## src/rtl/intc_seq_pkg.sv

```systemverilog
package intc_seq_pkg;

    localparam int DATA_W = 8;
    localparam int LINE_W = $clog2(DATA_W);
    localparam int OP_W   = 3;

    // Control-address field positions (behaviour depends on them)
    localparam int B_INIT    = 4;
    localparam int B_SELCMD  = 3;
    localparam int B_POLL    = 2;
    localparam int B_RSEL_EN = 1;
    localparam int B_RSEL    = 0;
    localparam int B_SMM_EN  = 6;
    localparam int B_SMM     = 5;
    localparam int B_FOURTH  = 0;
    localparam int B_NESTED  = 4;
    localparam int B_AEOI    = 1;
    localparam int CODE_LSB  = 5;

    localparam logic [DATA_W-1:0] BASE_MASK = ~DATA_W'((1 << LINE_W) - 1);

    typedef enum logic [1:0] {
        ST_READY     = 2'd0,
        ST_WAIT_BASE = 2'd1,
        ST_WAIT_CFG2 = 2'd2,
        ST_WAIT_CFG3 = 2'd3
    } seq_state_t;

    typedef enum logic [OP_W-1:0] {
        OP_NONE      = 3'd0,
        OP_INIT      = 3'd1,
        OP_EOI_NS    = 3'd2,
        OP_EOI_ROTNS = 3'd3,
        OP_EOI_SPEC  = 3'd4,
        OP_SET_PRIO  = 3'd5,
        OP_EOI_ROTSP = 3'd6,
        OP_POLL_ACK  = 3'd7
    } cmd_op_t;

endpackage

```

## src/rtl/intc_init_fsm.sv

```systemverilog
module intc_init_fsm
    import intc_seq_pkg::*;
(
    input  logic              clk,
    input  logic              rst_n,
    input  logic              wr_ctl,
    input  logic              wr_dat,
    input  logic [DATA_W-1:0] wdata,
    output logic              init_start,
    output logic [DATA_W-1:0] vec_base,
    output logic [DATA_W-1:0] mask_q,
    output logic              auto_eoi,
    output logic              nested_mode
);

    seq_state_t state_q, state_d;
    logic       fourth_q;

    assign init_start = wr_ctl && wdata[B_INIT];

    always_comb begin
        state_d = state_q;
        if (init_start) begin
            state_d = ST_WAIT_BASE;
        end else if (wr_dat) begin
            unique case (state_q)
                ST_READY:     state_d = ST_READY;
                ST_WAIT_BASE: state_d = ST_WAIT_CFG2;
                ST_WAIT_CFG2: state_d = fourth_q ? ST_WAIT_CFG3 : ST_READY;
                ST_WAIT_CFG3: state_d = ST_READY;
                default:      state_d = ST_READY;
            endcase
        end
    end

    // State register
    always_ff @(posedge clk or negedge rst_n) begin
        if (!rst_n) state_q <= ST_READY;
        else        state_q <= state_d;
    end

    // Outputs
    always_ff @(posedge clk or negedge rst_n) begin
        if (!rst_n) begin
            fourth_q    <= 1'b0;
            vec_base    <= '0;
            mask_q      <= '0;
            auto_eoi    <= 1'b0;
            nested_mode <= 1'b0;
        end else if (init_start) begin
            fourth_q    <= wdata[B_FOURTH];
            vec_base    <= '0;
            mask_q      <= '0;
            auto_eoi    <= 1'b0;
            nested_mode <= 1'b0;
        end else if (wr_dat) begin
            unique case (state_q)
                ST_READY:     mask_q   <= wdata;
                ST_WAIT_BASE: vec_base <= wdata & BASE_MASK;
                ST_WAIT_CFG2: ;
                ST_WAIT_CFG3: begin
                    nested_mode <= wdata[B_NESTED];
                    auto_eoi    <= wdata[B_AEOI];
                end
                default: ;
            endcase
        end
    end

    assert_init_clear_R1: assert property (@(posedge clk) disable iff (!rst_n)
        init_start |=> (state_q == ST_WAIT_BASE && mask_q == '0 && vec_base == '0
                        && !auto_eoi && !nested_mode));

    assert_base_load_R2: assert property (@(posedge clk) disable iff (!rst_n)
        (wr_dat && !wr_ctl && state_q == ST_WAIT_BASE)
        |=> (vec_base == ($past(wdata) & BASE_MASK) && state_q == ST_WAIT_CFG2));

    assert_cfg2_exit_R3: assert property (@(posedge clk) disable iff (!rst_n)
        (wr_dat && !wr_ctl && state_q == ST_WAIT_CFG2 && !fourth_q) |=> state_q == ST_READY);

    assert_cfg3_exit_R4: assert property (@(posedge clk) disable iff (!rst_n)
        (wr_dat && !wr_ctl && state_q == ST_WAIT_CFG3) |=> state_q == ST_READY);

    assert_mask_hold_R5: assert property (@(posedge clk) disable iff (!rst_n)
        (wr_dat && !wr_ctl && state_q != ST_READY) |=> $stable(mask_q));

endmodule

```

## src/rtl/intc_ocw_decode.sv

```systemverilog
module intc_ocw_decode
    import intc_seq_pkg::*;
(
    input  logic              clk,
    input  logic              rst_n,
    input  logic              wr_ctl,
    input  logic [DATA_W-1:0] wdata,
    input  logic              init_start,
    input  logic              poll_take,
    output logic              poll_armed,
    output logic              read_isr,
    output logic              special_mask,
    output logic              rot_auto_eoi,
    output cmd_op_t           wr_op,
    output logic [LINE_W-1:0] wr_line
);

    logic       is_sel, is_ocw2;
    logic [2:0] code;

    assign is_sel  = wr_ctl && !wdata[B_INIT] &&  wdata[B_SELCMD];
    assign is_ocw2 = wr_ctl && !wdata[B_INIT] && !wdata[B_SELCMD];
    assign code    = wdata[CODE_LSB +: 3];

    always_comb begin
        wr_op   = OP_NONE;
        wr_line = '0;
        if (is_ocw2) begin
            unique case (code)
                3'd1: wr_op = OP_EOI_NS;
                3'd5: wr_op = OP_EOI_ROTNS;
                3'd3: begin wr_op = OP_EOI_SPEC;  wr_line = wdata[LINE_W-1:0]; end
                3'd6: begin wr_op = OP_SET_PRIO;  wr_line = wdata[LINE_W-1:0]; end
                3'd7: begin wr_op = OP_EOI_ROTSP; wr_line = wdata[LINE_W-1:0]; end
                default: wr_op = OP_NONE;
            endcase
        end
    end

    always_ff @(posedge clk or negedge rst_n) begin
        if (!rst_n) begin
            poll_armed   <= 1'b0;
            read_isr     <= 1'b0;
            special_mask <= 1'b0;
            rot_auto_eoi <= 1'b0;
        end else if (init_start) begin
            poll_armed   <= 1'b0;
            read_isr     <= 1'b0;
            special_mask <= 1'b0;
            rot_auto_eoi <= 1'b0;
        end else begin
            if (poll_take) poll_armed <= 1'b0;
            if (is_sel) begin
                if (wdata[B_POLL])    poll_armed   <= 1'b1;
                if (wdata[B_RSEL_EN]) read_isr     <= wdata[B_RSEL];
                if (wdata[B_SMM_EN])  special_mask <= wdata[B_SMM];
            end
            if (is_ocw2 && code[1:0] == 2'b00) rot_auto_eoi <= code[2];
        end
    end

    assert_rsel_R6: assert property (@(posedge clk) disable iff (!rst_n)
        (is_sel && wdata[B_RSEL_EN]) |=> read_isr == $past(wdata[B_RSEL]));

    assert_poll_arm_R6: assert property (@(posedge clk) disable iff (!rst_n)
        (is_sel && wdata[B_POLL]) |=> poll_armed);

    assert_rot_R7: assert property (@(posedge clk) disable iff (!rst_n)
        (is_ocw2 && code[1:0] == 2'b00) |=> rot_auto_eoi == $past(wdata[DATA_W-1]));

    assert_poll_drop_R8: assert property (@(posedge clk) disable iff (!rst_n)
        (poll_take && !wr_ctl) |=> !poll_armed);

endmodule

```

## src/rtl/intc_read_port.sv

```systemverilog
module intc_read_port
    import intc_seq_pkg::*;
(
    input  logic              clk,
    input  logic              rst_n,
    input  logic              rd_en,
    input  logic              rd_addr,
    input  logic              poll_armed,
    input  logic              pend_valid,
    input  logic [LINE_W-1:0] pend_line,
    input  logic [DATA_W-1:0] req_in,
    input  logic [DATA_W-1:0] isr_in,
    input  logic [DATA_W-1:0] mask_q,
    input  logic              read_isr,
    output logic [DATA_W-1:0] rdata,
    output cmd_op_t           rd_op,
    output logic [LINE_W-1:0] rd_line
);

    localparam logic [DATA_W-1:0] SPURIOUS = DATA_W'(DATA_W - 1);

    logic [DATA_W-1:0] rd_value;

    always_comb begin
        rd_op   = OP_NONE;
        rd_line = '0;
        if (poll_armed) begin
            if (pend_valid) begin
                rd_value = DATA_W'(pend_line);
                rd_op    = rd_en ? OP_POLL_ACK : OP_NONE;
                rd_line  = rd_en ? pend_line : '0;
            end else begin
                rd_value = SPURIOUS;
            end
        end else if (rd_addr) begin
            rd_value = mask_q;
        end else begin
            rd_value = read_isr ? isr_in : req_in;
        end
    end

    always_ff @(posedge clk or negedge rst_n) begin
        if (!rst_n)     rdata <= '0;
        else if (rd_en) rdata <= rd_value;
    end

    assert_poll_spurious_R8: assert property (@(posedge clk) disable iff (!rst_n)
        (rd_en && poll_armed && !pend_valid) |=> rdata == SPURIOUS);

    assert_rdata_hold_R9: assert property (@(posedge clk) disable iff (!rst_n)
        !rd_en |=> $stable(rdata));

endmodule

```

## src/rtl/intc_cmd_seq.sv

```systemverilog
module intc_cmd_seq
    import intc_seq_pkg::*;
(
    input  logic        clk,
    input  logic        rst_n,
    input  logic        bus_addr,
    input  logic        bus_wr,
    input  logic        bus_rd,
    input  logic [7:0]  bus_wdata,
    output logic [7:0]  bus_rdata,
    input  logic [7:0]  req_in,
    input  logic [7:0]  isr_in,
    input  logic        pend_valid,
    input  logic [2:0]  pend_line,
    output logic [7:0]  vec_base,
    output logic [7:0]  mask_out,
    output logic        auto_eoi,
    output logic        nested_mode,
    output logic        rot_auto_eoi,
    output logic        special_mask,
    output logic        read_isr,
    output logic        poll_armed,
    output logic [2:0]  cmd_op,
    output logic [2:0]  cmd_line
);

    logic              wr_ctl, wr_dat, rd_en, init_start, poll_take;
    cmd_op_t           wr_op, rd_op, op_q;
    logic [LINE_W-1:0] wr_line, rd_line, line_q;

    assign wr_ctl    = bus_wr && !bus_addr;
    assign wr_dat    = bus_wr &&  bus_addr;
    assign rd_en     = bus_rd && !bus_wr;
    assign poll_take = rd_en && poll_armed;

    intc_init_fsm u_init (
        .clk         (clk),
        .rst_n       (rst_n),
        .wr_ctl      (wr_ctl),
        .wr_dat      (wr_dat),
        .wdata       (bus_wdata),
        .init_start  (init_start),
        .vec_base    (vec_base),
        .mask_q      (mask_out),
        .auto_eoi    (auto_eoi),
        .nested_mode (nested_mode)
    );

    intc_ocw_decode u_ocw (
        .clk          (clk),
        .rst_n        (rst_n),
        .wr_ctl       (wr_ctl),
        .wdata        (bus_wdata),
        .init_start   (init_start),
        .poll_take    (poll_take),
        .poll_armed   (poll_armed),
        .read_isr     (read_isr),
        .special_mask (special_mask),
        .rot_auto_eoi (rot_auto_eoi),
        .wr_op        (wr_op),
        .wr_line      (wr_line)
    );

    intc_read_port u_rd (
        .clk        (clk),
        .rst_n      (rst_n),
        .rd_en      (rd_en),
        .rd_addr    (bus_addr),
        .poll_armed (poll_armed),
        .pend_valid (pend_valid),
        .pend_line  (pend_line),
        .req_in     (req_in),
        .isr_in     (isr_in),
        .mask_q     (mask_out),
        .read_isr   (read_isr),
        .rdata      (bus_rdata),
        .rd_op      (rd_op),
        .rd_line    (rd_line)
    );

    always_ff @(posedge clk or negedge rst_n) begin
        if (!rst_n) begin
            op_q   <= OP_NONE;
            line_q <= '0;
        end else if (init_start) begin
            op_q   <= OP_INIT;
            line_q <= '0;
        end else if (wr_ctl) begin
            op_q   <= wr_op;
            line_q <= wr_line;
        end else if (rd_en) begin
            op_q   <= rd_op;
            line_q <= rd_line;
        end else begin
            op_q   <= OP_NONE;
            line_q <= '0;
        end
    end

    assign cmd_op   = op_q;
    assign cmd_line = line_q;

    assert_cmd_idle_R11: assert property (@(posedge clk) disable iff (!rst_n)
        (!bus_wr && !bus_rd) |=> cmd_op == OP_NONE);

    assert_init_op_R1: assert property (@(posedge clk) disable iff (!rst_n)
        (bus_wr && !bus_addr && bus_wdata[B_INIT]) |=> (cmd_op == OP_INIT && !poll_armed));

    assert_poll_ack_R8: assert property (@(posedge clk) disable iff (!rst_n)
        (bus_rd && !bus_wr && poll_armed && pend_valid)
        |=> (cmd_op == OP_POLL_ACK && cmd_line == $past(pend_line)));

endmodule

```

## config.mk

```make
export PLATFORM = sky130hd
export DESIGN_NAME = intc_cmd_seq
export DESIGN_NICKNAME = d
export VERILOG_FILES = /design/src/rtl/intc_seq_pkg.sv /design/src/rtl/intc_init_fsm.sv /design/src/rtl/intc_ocw_decode.sv /design/src/rtl/intc_read_port.sv /design/src/rtl/intc_cmd_seq.sv
export SDC_FILE = /design/constraint.sdc
export NUM_CORES = 1
export LEC_CHECK = 0
export BUFFER_PORTS_ARGS = -buffer_cell sky130_fd_sc_hd__buf_2
export CORE_MARGIN = 3
export CORE_UTILIZATION = 46
export DETAILED_ROUTE_END_ITERATION = 12
export PLACE_DENSITY = 0.79
export SLEW_MARGIN = 30
export SYNTH_ARGS = -nofsm -noshare
export SYNTH_HDL_FRONTEND = slang
export SYNTH_SLANG_ARGS = --single-unit
export TNS_END_PERCENT = 50
```

## constraint.sdc

```tcl
create_clock -name clk -period 2.6 [get_ports clk]
set_input_delay 0.52 -clock clk [delete_from_list [all_inputs] [get_ports clk]]
set_output_delay 0.52 -clock clk [all_outputs]
set_load 0.02 [all_outputs]
```

==> impl_metrics.ini, run 1 <==
[status]
status = finished, final reports clean

[synth]
ys.flop_type = dfrtp_1
synth_cells = 176
synth_cell_types = 42
syn_area_per_cell_um2 = 10.4
ys_seq_area_share_pct = 49.0
ys_warn_count = 0
async_flop_share_pct = 100
ys_seq_elements = 36
syn_area_um2 = 1840
synth_edf_count = 0

[setup_path]
reg2reg_depth = 3
worstPathMaxFanout = 14
cpMaxStageDelayCell = dfrtp_1
required_ns = 2.08
regToRegEndpoint = u_rd.rdata[7]
path_class = flip-flop to primary output
worstSetupStartpointType = flip-flop
end_kind = primary output
worstPathCellList = buf_2
crit_buf_inv = 1
cp.arrival_ns = 1.19
cpPeakStageDelay_ns = 0.65
r2r_slack_ns = 1.17
rr_startpoint = u_ocw.read_isr
crit_family = flip-flops

[timing]
setup_tns_ns = 0
fmax_ghz = 0.583
period_minus_slack_ns = 1.71
setup_viol = 0
max_slew_margin_pct = 49.3
worstMarginPinSlew_ns = 0.760
hold_viol_final = 0
finClkSkew_ns = 0.00785
rsz0062_at_grt = no
finalCritPeriodShare_pct = 66.0
final_max_slew_viol_count = 0

[finish]
final_common_cell = buf_2
fin_util_pct = 59.3
area_growth_syn_to_layout_pct = 20.7
drive_above_1_share_pct = 35.3
fin_area_um2 = 2220
stdcell_count = 280
most-common-layout-cells = buf_2 (65), dfrtp_1 (36), mux2i_1 (16)
diodes = 0
nNetsFinal = 264

[route]
drc = 0
ant_nets = 0
vias_per_cell = 5.44
vias = 1524
dr.pass1.iters = 4
routed_wl_um = 4260
wl_per_cell_um = 15.2
drt_iter0_markers = 106

[power_and_ir_drop]
ir_worst_vdd_mv = 0.441
power.total_mw = 1.61
p_leak_nw = 1.14
power_density_nw_per_um2 = 727

[global_route]
antenna_found_initial = 0
grt_first_pass_wirelength_um = 6970
grt_pass1_vias = 1412
grt_max_degree = 37
grt_use_total_pct = 18.3
grt_overflow = 0

[placement]
portBuffers = 65
place_area_um2 = 2120
place.gp.congestion = 0.778
dp_hpwl_um = 3090
dp.cells = 272

[die]
io_pins = 69
num_rows = 22
die_w_um = 69.2
initial_core_util_pct = 49.1
dieArea_um2 = 4790
die-height_um = 69.2
coreArea_um2 = 3740

[clocking]
holdBufCountCts = 0
htree_levels = 2
cts_root_buffer = clkbuf_8
post_cts_buffers = 0
clockBufferDepth = 2
clk_latency_ns = 0.29
cts_resized = 0
cts_buffers = 5
cts_sinks = 36
cts_tree = yes
clk_pin_slew_ns = 0.07

[flow_run]
maxCapViolations = 0

[min_path]
hp-class = primary input to asynchronous set/reset pin
-- Yosys cell counts (all sizes together) (3+ instances only) --
cell type,n,area share [%]
inv,5,1.0
nor2,15,3.1
a21boi,3,1.2
clkbuf,3,0.61
nor2b,3,1.0
o31ai,8,3.3
o22ai,4,1.4
buf,16,5.2
mux2i,16,8.7
nand2,13,2.7
dfrtp,36,49
nand3b,3,1.2
a2111oi,3,1.4
nand3,4,1.1
mux2,6,3.7
o21ai,9,2.5
-- final cells by class --
class                           count  area [um2]
Clock inverter                      1        7.51
Multi-Input combinational cell    118         820
Inverter                            5        18.8
Tap cell                           48        60.1
Sequential cell                    36         901
Timing Repair Buffer               65         325
Fill cell                         341        1530
Clock buffer                        7        86.3
-- kinds of logic after synthesis --
family                    share of synthesized area (%)
and+or+nand+nor                                    14.6
AOI/OAI and AO/OA                                  16.5
DFF                                                49.0
buffers and inverters                              6.81
muxes                                              12.4
xor gates and xnor gates                          0.477
other                                             0.204
-- stage by stage --
step / worst slack, ns / hold slack, ns
finish: 0.885 / 0.300
global route: 0.813 / 0.370
global placement: 0.714 / 0.457
CTS: 0.888 / 0.322
detailed placement: 0.686 / 0.461
floorplan: 1.09 / 0.224
-- layer usage --
metal	vias to the layer above	part of all wire [%]	track usage [%]
met5	-	0	0
met4	0	1.7	6.51
met3	7	6.8	6.09
met2	55	46	27.5
met1	719	45	24.6
li1	743	-	-
-- sequential cells by signal (all words and copies together) (netlist names) --
| register | count |
|---|---|
| u_init.nested_mode | 1 |
| u_ocw.read_isr | 1 |
| u_init.mask_q | 8 |
| u_rd.rdata | 8 |
| u_init.vec_base | 5 |
| u_ocw.poll_armed | 1 |
| u_init.state_q | 2 |
| cmd_op | 3 |
| cmd_line | 3 |
| u_ocw.special_mask | 1 |
| u_init.fourth_q | 1 |
| u_init.auto_eoi | 1 |
| u_ocw.rot_auto_eoi | 1 |
-- power breakdown --
part           switching, mW  total (mW)  internal [mW]
sequential            0.0883       0.744          0.656
clock                  0.189       0.404          0.215
combinational          0.276       0.465          0.189
total                  0.553        1.61           1.06
-- worst max path at each step --
stage,startpoint,end,slack (ns),cells after the start
floorplan,bus_addr,u_ocw.rot_auto_eoi,1.09,4
CTS,u_ocw.read_isr,read_isr,0.89,1
global route,u_ocw.read_isr,read_isr,0.81,1
detailed placement,bus_addr,u_init.nested_mode,0.69,4
finish,u_ocw.read_isr,read_isr,0.89,1
global placement,bus_addr,u_init.nested_mode,0.71,4
Power figures use the tool's default switching activity.
==> run 2: changes to the inputs <==
Clock period 2.6 ns to 1.8 ns, I/O delays scaled along.
==> run 2 against run 1 <==
Effect of this change:
- first-iteration DRC count down 13%
- die area stayed put
- largest cell class unchanged
- largest power group unchanged
- final cell count up 1.4%
- clock skew down 0.0056 ns
- utilization up 1.1 points
- hold slack worse by 0.27 ns
- routed wire length increased by 1.5%
- clock-buffer cell count decreased by 1
- sequential share of layout area is 0.74 points lower
==> impl_metrics.ini, run 2 (same netlist as run 1, synthesis figures left out) <==
[clocking]
clk_latency_ns = 0.29
clockBufferDepth = 2
cts_sinks = 36
htree_levels = 2
cts_buffers = 5
cts_root_buffer = clkbuf_8
cts_resized = 0
post_cts_buffers = 0
cts_tree = yes
holdBufCountCts = 0
clk_pin_slew_ns = 0.07

[setup_path]
crit_buf_inv = 1
rr_startpoint = u_ocw.read_isr
worstSetupStartpointType = flip-flop
crit_family = flip-flops
cp.depth = 1
regToRegEndpoint = u_rd.rdata[4]
worstPathCellList = buf_2
cp.arrival_ns = 1.19
worstPathMaxFanout = 14
cpMaxStageDelayCell = dfrtp_1
cpPeakStageDelay_ns = 0.64
required_ns = 1.44
r2r_slack_ns = 0.32
crit_path_start = u_ocw.read_isr
path_class = flip-flop to primary output
end_kind = primary output
reg2reg_depth = 3
crit_path_end = read_isr

[route]
ant_nets = 0
routed_wl_um = 4320
vias_per_cell = 5.44
dr.pass1.iters = 4
drt_iter0_markers = 92
wl_per_cell_um = 15.2
vias = 1546
drc = 0

[die]
dieArea_um2 = 4790
die-height_um = 69.2
coreArea_um2 = 3740
die_w_um = 69.2
io_pins = 69
num_rows = 22
initial_core_util_pct = 49.1

[power_and_ir_drop]
ir_worst_vdd_mv = 0.681
pwr-share-comb_pct = 29.2
power.total_mw = 2.34
p_seq_share_pct = 45.8
power.internal_mw = 1.53
p_switching_mw = 0.810
p_leak_nw = 1.17
p_sw_share_pct = 34.6
power_density_nw_per_um2 = 1040
clock_power_share_pct = 25.1

[finish]
drive_above_1_share_pct = 36.9
most-common-layout-cells = buf_2 (65), dfrtp_1 (36), mux2i_1 (16)
stdcell_count = 284
area_growth_syn_to_layout_pct = 22.9
nNetsFinal = 268
diodes = 0
largestRegisters = u_init.mask_q x8, u_rd.rdata x8, u_init.vec_base x5
fillers = 342
final_common_cell = buf_2

[timing]
rsz0062_at_grt = no
period_minus_slack_ns = 1.55
setup_viol = 0
final_max_slew_viol_count = 0
setup_slack_ns = 0.249
fmax_ghz = 0.645
finClkSkew_ns = 0.00223
hold_viol_final = 0
setup_tns_ns = 0
finalCritPeriodShare_pct = 86.2

[flow_run]
maxCapViolations = 0

[placement]
dp.cells = 276
dp_hpwl_um = 3190
place.gp.congestion = 0.820
dpl_worst_slack_ns = 0.276
portBuffers = 65

[global_route]
grt_use_total_pct = 19.3
grt_max_degree = 37
grt_first_pass_wirelength_um = 7410
grt_pass1_vias = 1539
antenna_found_initial = 0
grt_overflow = 0

[min_path]
hp-class = primary input to asynchronous set/reset pin

[status]
status = finished, final reports clean
[run 2: cell count changes in the layout (fill, tap and decap cells not counted), sizes merged]
cell | before | now
clkinv | 0 | 2
clkbuf | 7 | 6
clkinvlp | 1 | 0
buf | 65 | 69
[run 2: layer usage]
| metal | track usage (%) | share of wire (%) | routed length, um | vias to the layer above |
|---|---|---|---|---|
| met1 | 25.5 | 44 | 1880 | 731 |
| met4 | 7.16 | 1.7 | 73 | 0 |
| met2 | 31.1 | 48 | 2100 | 57 |
| li1 | - | - | - | 751 |
| met3 | 4.35 | 6.2 | 267 | 7 |
| met5 | 0 | 0 | 0 | - |
[run 2: through the flow]
step	utilization (%)	hold slack (ns)	cell area, um2
floorplan	-	0.0644	1850
global placement	57.9	0.335	2170
detailed placement	57.9	0.336	2170
CTS	60.4	0.0270	2260
global route	60.4	0.0403	2260
finish	60.4	0.0270	2260
[run 2: power by group through the flow]
stage,logic (mW),clock network [mW],registers [mW]
2_1_floorplan,0.328,0,1.20
3_3_place_gp,0.677,0,1.09
3_5_place_dp,0.688,0,1.09
4_1_cts,0.693,0.599,1.07
5_1_grt,0.748,0.647,1.10
6_report,0.684,0.588,1.07
[run 2: how the worst min path moves through the flow]
stage	from	end	slack [ns]	depth (start not counted)
finish	rst_n	u_rd.rdata[1]	0.03	2
global route	rst_n	u_init.mask_q[7]	0.04	2
CTS	rst_n	u_init.auto_eoi	0.03	2
detailed placement	rst_n	u_rd.rdata[1]	0.34	2
global placement	rst_n	u_rd.rdata[1]	0.33	2
floorplan	rst_n	cmd_line[0]	0.06	0
[run 2: cell type report]
| type | instances | area, um2 | area share, % |
|---|---|---|---|
| clock inverters | 2 | 10.0 | 0.443 |
| well taps | 48 | 60.1 | 2.66 |
| inverters | 5 | 18.8 | 0.831 |
| repair buffers | 69 | 368 | 16.3 |
| multi-input cells | 118 | 820 | 36.3 |
| clock buffers | 6 | 82.6 | 3.65 |
| flip-flops and latches | 36 | 901 | 39.9 |
==> run 3: changes to the inputs <==
Settings changed: REMOVE_ABC_BUFFERS from default to 1.
Clock period 1.8 ns to 1.6 ns, I/O delays scaled along.
==> run 3 against run 2 <==
Effect of this change:
- flip-flop and latch count unchanged
- first-iteration DRC count up 9.8%
- hold slack better by 0.25 ns
- setup slack worse by 0.13 ns
- critical path type is now flip-flop to flip-flop
- utilization rose by 1.8 points
- critical path depth grew 2
- final area up 3.0%
==> impl_metrics.ini, run 3 (same netlist as run 1, synthesis figures left out) <==
[status]
status = finished, final reports clean

[clocking]
cts_buffers = 5
cts_tree = yes
htree_levels = 2
clk_pin_slew_ns = 0.07
cts_root_buffer = clkbuf_8
clk_latency_ns = 0.29
post_cts_buffers = 0
clockBufferDepth = 2
cts_sinks = 36

[timing]
max_slew_margin_pct = 58.1
rsz0062_at_grt = no
setup_tns_ns = 0
setup_slack_ns = 0.115
fmax_ghz = 0.674
setup_viol = 0
worstMarginPinSlew_ns = 0.613
final_max_slew_viol_count = 0
hold_viol_final = 0
finClkSkew_ns = 0.00663
finalCritPeriodShare_pct = 92.8
period_minus_slack_ns = 1.48
holdWs_ns = 0.282

[finish]
final_common_cell = buf_2
area_growth_syn_to_layout_pct = 26.6
nNetsFinal = 276
fin_util_pct = 62.2
most-common-layout-cells = buf_2 (65), dfrtp_1 (35), mux2i_1 (16)
diodes = 0
drive_above_1_share_pct = 38.7
largestRegisters = u_init.mask_q x8, u_rd.rdata x8, u_init.vec_base x5
fin_area_um2 = 2330

[placement]
place_area_um2 = 2220
portBuffers = 65
dpl_worst_slack_ns = 0.130
dp_hpwl_um = 3360
place.gp.congestion = 0.808

[route]
dr.pass1.iters = 4
wl_per_cell_um = 15.6
drc = 0
vias = 1607
routed_wl_um = 4540
vias_per_cell = 5.52
ant_nets = 0
drt_iter0_markers = 101

[die]
die-height_um = 69.2
num_rows = 22
io_pins = 69
die_w_um = 69.2
initial_core_util_pct = 49.1
dieArea_um2 = 4790
coreArea_um2 = 3740

[setup_path]
crit_buf_inv = 0
end_kind = flip-flop
cpMaxStageDelayCell = a2111oi_0
cp.arrival_ns = 1.64
cpPeakStageDelay_ns = 0.59
required_ns = 1.75
worstSetupStartpointType = flip-flop
worstPathMaxFanout = 14
crit_family = compound AO/OA/AOI/OAI gates
path_class = flip-flop to flip-flop
worstPathCellList = nor2b_1 > a2111oi_0 > o31ai_1

[global_route]
grt_first_pass_wirelength_um = 7690
antenna_found_initial = 0
met3_usage_pct = 5.51
grt_max_degree = 37
grtUsageMet1_pct = 26.8
grt_pass1_vias = 1573
grt_overflow = 0
grt_use_total_pct = 20.0
top_usage_layer = met2
met2_usage_pct = 29.7

[power_and_ir_drop]
p_switching_mw = 0.912
power_density_nw_per_um2 = 1160
p_seq_share_pct = 44.5
p_leak_nw = 1.21
clock_power_share_pct = 25.5
ir_worst_vdd_mv = 0.623
p_sw_share_pct = 33.8
power.internal_mw = 1.79
pwr-share-comb_pct = 30.0

[min_path]
hp-class = primary input to flip-flop

[flow_run]
maxCapViolations = 0
-- run 3: routing by layer --
layer  routed length [um]  share of wire (%)
met3                  311                6.9
met5                    0                  0
met1                 2020                 44
met2                 2110                 46
met4                   99                2.2
-- run 3: power groups by stage --
| stage | registers, mW | clock network [mW] | logic (mW) |
|---|---|---|---|
| floorplan | 1.38 | 0 | 0.293 |
| global placement | 1.21 | 0 | 0.794 |
| detailed placement | 1.21 | 0 | 0.813 |
| CTS | 1.20 | 0.704 | 0.819 |
| global route | 1.23 | 0.751 | 0.889 |
| finish | 1.20 | 0.687 | 0.811 |
-- run 3: final timing paths --
| check | start | slack (ns) | cells after the start | to |
|---|---|---|---|---|
| hold reg to reg | u_rd.rdata[2] | 0.48 | 2 | u_rd.rdata[2] |
| hold / removal | pend_line[2] | 0.28 | 2 | cmd_line[2] |
| max in group asynchronous | rst_n | 0.89 | 3 | u_ocw.read_isr |
| setup / recovery | u_ocw.read_isr | 0.12 | 3 | u_rd.rdata[1] |
| setup reg to reg | u_ocw.read_isr | 0.12 | 3 | u_rd.rdata[1] |
| min in group asynchronous | rst_n | 0.51 | 3 | u_rd.rdata[6] |
-- run 3: timing repair --
item / CTS / global route
gates resized for setup: 0 / 1
hold buffers: 1 / 0
hold endpoints to repair: 36 / 0
endpoints found under the setup margin: 0 / 1
-- run 3: cell type report --
class | count | area [um2]
Clock buffer | 7 | 96.3
Fill cell | 346 | 1420
Inverter | 5 | 18.8
Multi-Input combinational cell | 118 | 820
Sequential cell | 36 | 902
Tap cell | 48 | 60.1
Timing Repair Buffer | 77 | 430
-- run 3: per-stage QoR --
step	total power, mW	std cells
finish	2.70	291
global route	2.87	291
CTS	2.72	291
detailed placement	2.03	283
global placement	2.01	283
floorplan	1.67	159
